--- config.mk ---
export PLATFORM = sky130hd
export DESIGN_NAME = uart_rxq_ctrl
export DESIGN_NICKNAME = d
export VERILOG_FILES = /design/src/rtl/rxq_pkg.sv /design/src/rtl/rxq_fifo.sv /design/src/rtl/rxq_idle_timer.sv /design/src/rtl/rxq_rts_gen.sv /design/src/rtl/uart_rxq_ctrl.sv
export SDC_FILE = /design/constraint.sdc
export NUM_CORES = 1
export LEC_CHECK = 0
export BUFFER_PORTS_ARGS = -buffer_cell sky130_fd_sc_hd__buf_2
export CAP_MARGIN = 20
export CORE_UTILIZATION = 35
export CTS_CLUSTER_DIAMETER = 60
export CTS_CLUSTER_SIZE = 8
export DETAILED_ROUTE_END_ITERATION = 7
export PLACE_DENSITY_LB_ADDON = 0.08
export SLEW_MARGIN = 40
export SYNTH_ARGS = -nofsm -noshare
export SYNTH_HDL_FRONTEND = slang
export SYNTH_SLANG_ARGS = --single-unit
--- constraint.sdc ---
create_clock -name clk -period 8.78 [get_ports clk]
set_input_delay 2.634 -clock clk [delete_from_list [all_inputs] [get_ports clk]]
set_output_delay 2.634 -clock clk [all_outputs]
set_load 0.005 [all_outputs]
--- src/rtl/rxq_pkg.sv ---
package rxq_pkg;
  localparam logic [2:0] ADDR_DATA = 3'd0;
  localparam logic [2:0] ADDR_CTRL = 3'd1;
  localparam logic [2:0] ADDR_IEN  = 3'd2;
  localparam logic [2:0] ADDR_STAT = 3'd3;
  localparam logic [2:0] ADDR_TOUT = 3'd4;
  localparam int FLUSH_BIT = 16;

  typedef struct packed {
    logic       to_en;
    logic       sw_rts;
    logic       rts_hi;
    logic       auto_rts;
    logic [3:0] rts_code;
    logic [3:0] rx_code;
  } rxq_ctrl_t;

  function automatic int unsigned trig_level(input logic [3:0] code);
    case (code)
      4'd0:    return 1;
      4'd1:    return 4;
      4'd2:    return 8;
      4'd3:    return 14;
      default: return 30;
    endcase
  endfunction
endpackage

--- src/rtl/rxq_fifo.sv ---
module rxq_fifo #(
  parameter int DEPTH = 32,
  parameter int DW    = 8,
  localparam int PTR_W = $clog2(DEPTH),
  localparam int CNT_W = $clog2(DEPTH + 1)
) (
  input  logic             clk,
  input  logic             rst_n,
  input  logic             push,
  input  logic             pop,
  input  logic             flush,
  input  logic [DW-1:0]    wdata,
  output logic [DW-1:0]    head,
  output logic [CNT_W-1:0] count,
  output logic             empty,
  output logic             full
);
  logic [DW-1:0]    mem [DEPTH];
  logic [PTR_W-1:0] wr_ptr, rd_ptr;

  function automatic logic [PTR_W-1:0] nxt(input logic [PTR_W-1:0] p);
    return (32'(p) == DEPTH - 1) ? '0 : p + 1'b1;
  endfunction

  always_ff @(posedge clk) begin
    if (push && !flush) mem[wr_ptr] <= wdata;
  end

  always_ff @(posedge clk or negedge rst_n) begin
    if (!rst_n) begin
      wr_ptr <= '0;
      rd_ptr <= '0;
      count  <= '0;
    end else if (flush) begin
      wr_ptr <= '0;
      rd_ptr <= '0;
      count  <= '0;
    end else begin
      if (push) wr_ptr <= nxt(wr_ptr);
      if (pop)  rd_ptr <= nxt(rd_ptr);
      case ({push, pop})
        2'b10:   count <= count + 1'b1;
        2'b01:   count <= count - 1'b1;
        default: count <= count;
      endcase
    end
  end

  assign head  = mem[rd_ptr];
  assign empty = (count == '0);
  assign full  = (32'(count) == DEPTH);
endmodule

--- src/rtl/rxq_idle_timer.sv ---
module rxq_idle_timer #(
  parameter int TW = 8
) (
  input  logic          clk,
  input  logic          rst_n,
  input  logic          tick,
  input  logic          enable,
  input  logic          active,
  input  logic          restart,
  input  logic [TW-1:0] limit,
  output logic          expired
);
  logic [TW-1:0] cnt;

  always_ff @(posedge clk or negedge rst_n) begin
    if (!rst_n)                              cnt <= '0;
    else if (restart || !enable || !active)  cnt <= '0;
    else if (tick && cnt < limit)            cnt <= cnt + 1'b1;
  end

  assign expired = enable && active && (cnt >= limit);
endmodule

--- src/rtl/rxq_rts_gen.sv ---
module rxq_rts_gen #(
  parameter int CNT_W = 6
) (
  input  logic             auto_en,
  input  logic             act_hi,
  input  logic             sw_req,
  input  logic [3:0]       code,
  input  logic [CNT_W-1:0] count,
  output logic             rts_pin
);
  import rxq_pkg::*;
  logic req;

  always_comb begin
    if (auto_en) req = (32'(count) < trig_level(code));
    else         req = sw_req;
    rts_pin = act_hi ? req : ~req;
  end
endmodule

--- src/rtl/uart_rxq_ctrl.sv ---
module uart_rxq_ctrl
  import rxq_pkg::*;
#(
  parameter int DEPTH    = 32,
  parameter int DW       = 8,
  parameter int TW       = 8,
  parameter int TOUT_RST = 64,
  localparam int CNT_W   = $clog2(DEPTH + 1)
) (
  input  logic          clk,
  input  logic          rst_n,
  input  logic          reg_wr,
  input  logic          reg_rd,
  input  logic [2:0]    reg_addr,
  input  logic [31:0]   reg_wdata,
  output logic [31:0]   reg_rdata,
  input  logic          chr_valid,
  input  logic [DW-1:0] chr_data,
  input  logic          chr_perr,
  input  logic          chr_ferr,
  input  logic          chr_brk,
  input  logic          bit_tick,
  output logic          rts_n_o,
  output logic          irq_o
);
  rxq_ctrl_t        ctrl_q;
  logic [3:0]       ien_q;
  logic [TW-1:0]    tout_q;
  logic [DW-1:0]    hold_q, head;
  logic             perr_q, ferr_q, brk_q, ovf_q;
  logic [CNT_W-1:0] count;
  logic             empty, full, pop_req, push_ok, flush_req, w1c, ovf_evt;
  logic             fill_pend, rto;
  logic             unused_wbits;

  assign unused_wbits = ^{reg_wdata[31:17], reg_wdata[15:12]};

  assign flush_req = reg_wr && reg_addr == ADDR_CTRL && reg_wdata[FLUSH_BIT];
  assign pop_req   = reg_rd && reg_addr == ADDR_DATA && !empty;
  assign push_ok   = chr_valid && !flush_req && (!full || pop_req);
  assign ovf_evt   = chr_valid && !flush_req && full && !pop_req;
  assign w1c       = reg_wr && reg_addr == ADDR_STAT;

  rxq_fifo #(.DEPTH(DEPTH), .DW(DW)) i_fifo (
    .clk(clk), .rst_n(rst_n), .push(push_ok), .pop(pop_req), .flush(flush_req),
    .wdata(chr_data), .head(head), .count(count), .empty(empty), .full(full)
  );

  rxq_idle_timer #(.TW(TW)) i_timer (
    .clk(clk), .rst_n(rst_n), .tick(bit_tick), .enable(ctrl_q.to_en),
    .active(!empty), .restart(push_ok || pop_req || flush_req),
    .limit(tout_q), .expired(rto)
  );

  rxq_rts_gen #(.CNT_W(CNT_W)) i_rts (
    .auto_en(ctrl_q.auto_rts), .act_hi(ctrl_q.rts_hi), .sw_req(ctrl_q.sw_rts),
    .code(ctrl_q.rts_code), .count(count), .rts_pin(rts_n_o)
  );

  always_ff @(posedge clk or negedge rst_n) begin
    if (!rst_n) begin
      ctrl_q <= '0;
      ien_q  <= '0;
      tout_q <= TW'(TOUT_RST);
      hold_q <= '0;
    end else begin
      if (reg_wr && reg_addr == ADDR_CTRL) ctrl_q <= rxq_ctrl_t'(reg_wdata[11:0]);
      if (reg_wr && reg_addr == ADDR_IEN)  ien_q  <= reg_wdata[3:0];
      if (reg_wr && reg_addr == ADDR_TOUT) tout_q <= reg_wdata[TW-1:0];
      if (pop_req) hold_q <= head;
    end
  end

  always_ff @(posedge clk or negedge rst_n) begin
    if (!rst_n) begin
      perr_q <= 1'b0;
      ferr_q <= 1'b0;
      brk_q  <= 1'b0;
      ovf_q  <= 1'b0;
    end else begin
      perr_q <= (perr_q && !(w1c && reg_wdata[8]))  || (chr_valid && chr_perr);
      ferr_q <= (ferr_q && !(w1c && reg_wdata[9]))  || (chr_valid && chr_ferr);
      brk_q  <= (brk_q  && !(w1c && reg_wdata[10])) || (chr_valid && chr_brk);
      ovf_q  <= (ovf_q  && !(w1c && reg_wdata[11])) || ovf_evt;
    end
  end

  assign fill_pend = (32'(count) >= trig_level(ctrl_q.rx_code));
  assign irq_o = (ien_q[0] && fill_pend) || (ien_q[1] && rto) ||
                 (ien_q[2] && (perr_q || ferr_q || brk_q)) || (ien_q[3] && ovf_q);

  always_comb begin
    reg_rdata = '0;
    case (reg_addr)
      ADDR_DATA: reg_rdata[DW-1:0] = empty ? hold_q : head;
      ADDR_CTRL: reg_rdata[11:0]   = ctrl_q;
      ADDR_IEN:  reg_rdata[3:0]    = ien_q;
      ADDR_STAT: begin
        reg_rdata[CNT_W-1:0] = count;
        reg_rdata[13:6] = {rto, fill_pend, ovf_q, brk_q, ferr_q, perr_q, full, empty};
      end
      ADDR_TOUT: reg_rdata[TW-1:0] = tout_q;
      default:   reg_rdata = '0;
    endcase
  end
endmodule

==> results.md <==
- Worst-Margin Slew: 817.3 ps
- Initial antenna violation count: 0
- Prevailing post-synth register cell: edfxtp_1
- Clock Skew: around 27 ps
- Die area: just over 40,000 µm²
- Max-Cap Viols: 0
- Max Clk Rate: between 100 and 150 MHz
- Drt pass-1 iters: 4
- Count of buffer and inverter cells on the critical path: 2
- Post-synth EDFFs: about 260
- N_diodes: 0
- Die W: between 200 and 250 µm
- Vias in the first global route: 7,918
- Slew HR: 0.4531
- Most used cell, CP: buf_2
- Vias/cell: 5.064
- Die Y: 200.7 µm
- Fin. Hold Viols: 0
- Leak pwr: about 5.7 nW
- Initial Util: 0.3558
- Finished Layout Cells: 1,532
- Most frequent cells in the layout: 256 x edfxtp_1, 82 x mux2i_1, 57 x dfrtp_1
- Initial DRC Count: around 530
- Worst Path Arrival: a little over 4000 ps
- Final wirelength: 33,720 µm
- Pwr Total: roughly 4.4 mW
- Leading cell type in the layout, fill and taps excluded: edfxtp_1
- Post-synth ARST share: 0.1899
- Largest net degree at the start of global routing: between 70 and 80
- Dpl cells: about 1,500
- Slowest cell on crit path: buf_2
- P per Cell Area: ~280 nW/µm²
- Status: finished, final reports clean
- CP required: between 6000 and 7000 ps
- Post-DRT Antenna Nets: 0
- First-pass GRT wire length: approximately 50,000 µm
- Max VDD drop: approximately 0.16 mV
- Max incr delay on CP: 410 ps
- Sequential share of the synthesized area: 0.6653
- Worst Setup SP: reg_addr[1]
- Fin. max-slew vios: 0
- Half-perimeter wire length after placement: 21,060 µm
- Nets: roughly 1,100
- Final period util: 0.7644
- Synth Instances: about 930
- Clk sink count: roughly 320
- Critical Path Fanout Max: 22
- Clk_lat worst skew: around 570 ps
- Post-Route Setup TNS: 0 ps
- Share of layout cells above drive strength 1: 0.1903
- Unique masters post-synth: 62
- Area delta synth->final: 15.23%
- CTS root buf: clkbuf_16
- Synthesized flop and latch total: 316
- Max clock buf depth: 3
- Core area: 38,830 µm²
- Vias: between 7,000 and 8,000
- Placer Congestion: 0.7749
- Hold WS: about 480 ps
- Worst setup SP type: primary input
- Hold Crit Class: reg -> reg
- Total CTS buffers: 46
- Unrepaired setup endpoints after global routing: false
- # resized after CTS: 0
- Hold wc startpoint: hold_q[4]
- Delay-heaviest family, CP: compound AO/OA/AOI/OAI gates
- Port bufs: 48
- Total GRT Usage: 0.1715
- Worst-path clk slew: ~50 ps
- Drc violations: 0
- TritonCTS clock tree: built
- Reg-to-Reg Start: i_fifo.count[1]
- Yosys warns: 0
- Setup violators final: 0
- Setup Crit Path Kind: in -> out
- Boundary pin count: 86
- Post-CTS Repair Setup Buffers: 0
- Netlist Area Pre-Place: approximately 14,000 µm²
- Worst Setup End Kind: output port
- Remaining Overflow, GRT: 0
- Pre-CTS WS: 2091 ps
- Fin crit period: between 6000 and 7000 ps
- Worst path cell trace: buf_2 -> nor2b_1 -> a22oi_1 -> o22ai_1 -> a21oi_1 -> o21ai_0 -> buf_2
- H-tree depth: 2
- # hold bufs at CTS: 0
- Num rows: 72
- Mean Syn Cell Area: 14.87 µm²
- Routed len/inst: between 20 and 25 µm
- Final worst-path setup slack: slightly above 2000 ps
[worst paths after layout]
check	to	slack [ps]	depth (start not counted)
worst max-delay path	reg_rdata[0]	2070	7
worst min-delay path	hold_q[4]	480	2
worst max register to register	i_fifo.count[5]	5340	11
worst min register to register	hold_q[4]	480	2
max in group asynchronous	i_fifo.rd_ptr[1]	6130	2
min in group asynchronous	i_fifo.count[2]	2140	2
[metrics by stage]
stage                       util  cell area (µm²)
final                     0.4099            15920
after global routing      0.4099            15920
after CTS                 0.4089            15880
after detailed placement  0.3745            14540
after global placement    0.3740            14520
after floorplan                -            13880
[flip-flops by register name, summed over array words and instances (netlist names)]
signal         flops
ferr_q             1
ovf_q              1
tout_q             8
i_fifo.count       6
ctrl_q            12
i_fifo.rd_ptr      5
brk_q              1
i_fifo.wr_ptr      5
i_fifo.mem       256
hold_q             8
perr_q             1
ien_q              4
i_timer.cnt        8
[cell families after synthesis]
family / share of synthesized area
other: 0.0002715
flip-flops: 0.6653
AND/OR/NAND/NOR: 0.07554
buffers and inverters: 0.02871
XOR/XNOR: 0.006341
AO/OA/AOI/OAI: 0.07147
adder cells (fa/ha/maj): 0.02772
multiplexers: 0.1246
[per-layer routing]
layer | vias up | share of wire | GRT usage
met5 | - | 0 | 0
met3 | 46 | 0.044 | 0.03101
met4 | 0 | 0.023 | 0.05971
met1 | 3893 | 0.46 | 0.2374
met2 | 165 | 0.47 | 0.2715
li1 | 3654 | - | -
[where the power goes]
| group | total, mW | leakage [nW] | internal, mW | switching, mW |
|---|---|---|---|---|
| clock | 1.63 | 0.638 | 0.992 | 0.641 |
| sequential | 1.90 | 3.04 | 1.75 | 0.155 |
| combinational | 0.911 | 2.01 | 0.390 | 0.521 |
| total | 4.44 | 5.69 | 3.13 | 1.32 |
[synth_stat cells (3+ instances only)]
cell type | n | area, µm²
a21o_1 | 7 | 52.55
a21oi_1 | 33 | 165.2
a221oi_1 | 8 | 70.07
a22o_1 | 3 | 26.28
a22oi_1 | 36 | 270.3
and2_1 | 3 | 18.77
and3_1 | 8 | 50.05
buf_1 | 11 | 41.29
buf_2 | 14 | 70.07
buf_4 | 19 | 142.6
clkbuf_1 | 18 | 67.56
dfrtp_1 | 59 | 1476
edfxtp_1 | 256 | 7687
ha_1 | 29 | 362.9
inv_1 | 20 | 75.07
mux2_2 | 16 | 180.2
mux2i_1 | 82 | 820.8
mux4_2 | 32 | 720.7
nand2_1 | 55 | 206.5
nand2b_1 | 5 | 31.28
nand3_1 | 35 | 175.2
nand3b_1 | 4 | 30.03
nand4_1 | 3 | 18.77
nor2_1 | 62 | 232.7
nor2b_1 | 8 | 50.05
nor3_1 | 7 | 35.03
o21ai_0 | 34 | 170.2
o21ai_1 | 3 | 15.01
o221ai_1 | 3 | 26.28
o22ai_1 | 6 | 37.54
or2_2 | 3 | 18.77
or3_1 | 3 | 18.77
or3b_2 | 3 | 26.28
xnor2_1 | 3 | 26.28
xor2_1 | 7 | 61.31
[worst register-to-register path: stages, from the launching register on]
cell	delay, ps
dfrtp_1	500
or4_4	640
or3_1	450
nand3_1	250
inv_1	160
ha_1	320
a211oi_1	230
o21bai_1	110
a21oi_1	270
mux2i_1	210
o21ai_0	90
a21oi_1	140
[cell type report]
cell class,count,area [µm²]
multi-input cells,548,4347
fillers,3584,22910
flip-flops and latches,316,9195
clock inverters,4,62.56
repair buffers,56,316.6
clock buffers,70,1272
inverters,20,75.07
well taps,518,648.1
Note: power is estimated with default switching activity, not from simulation.
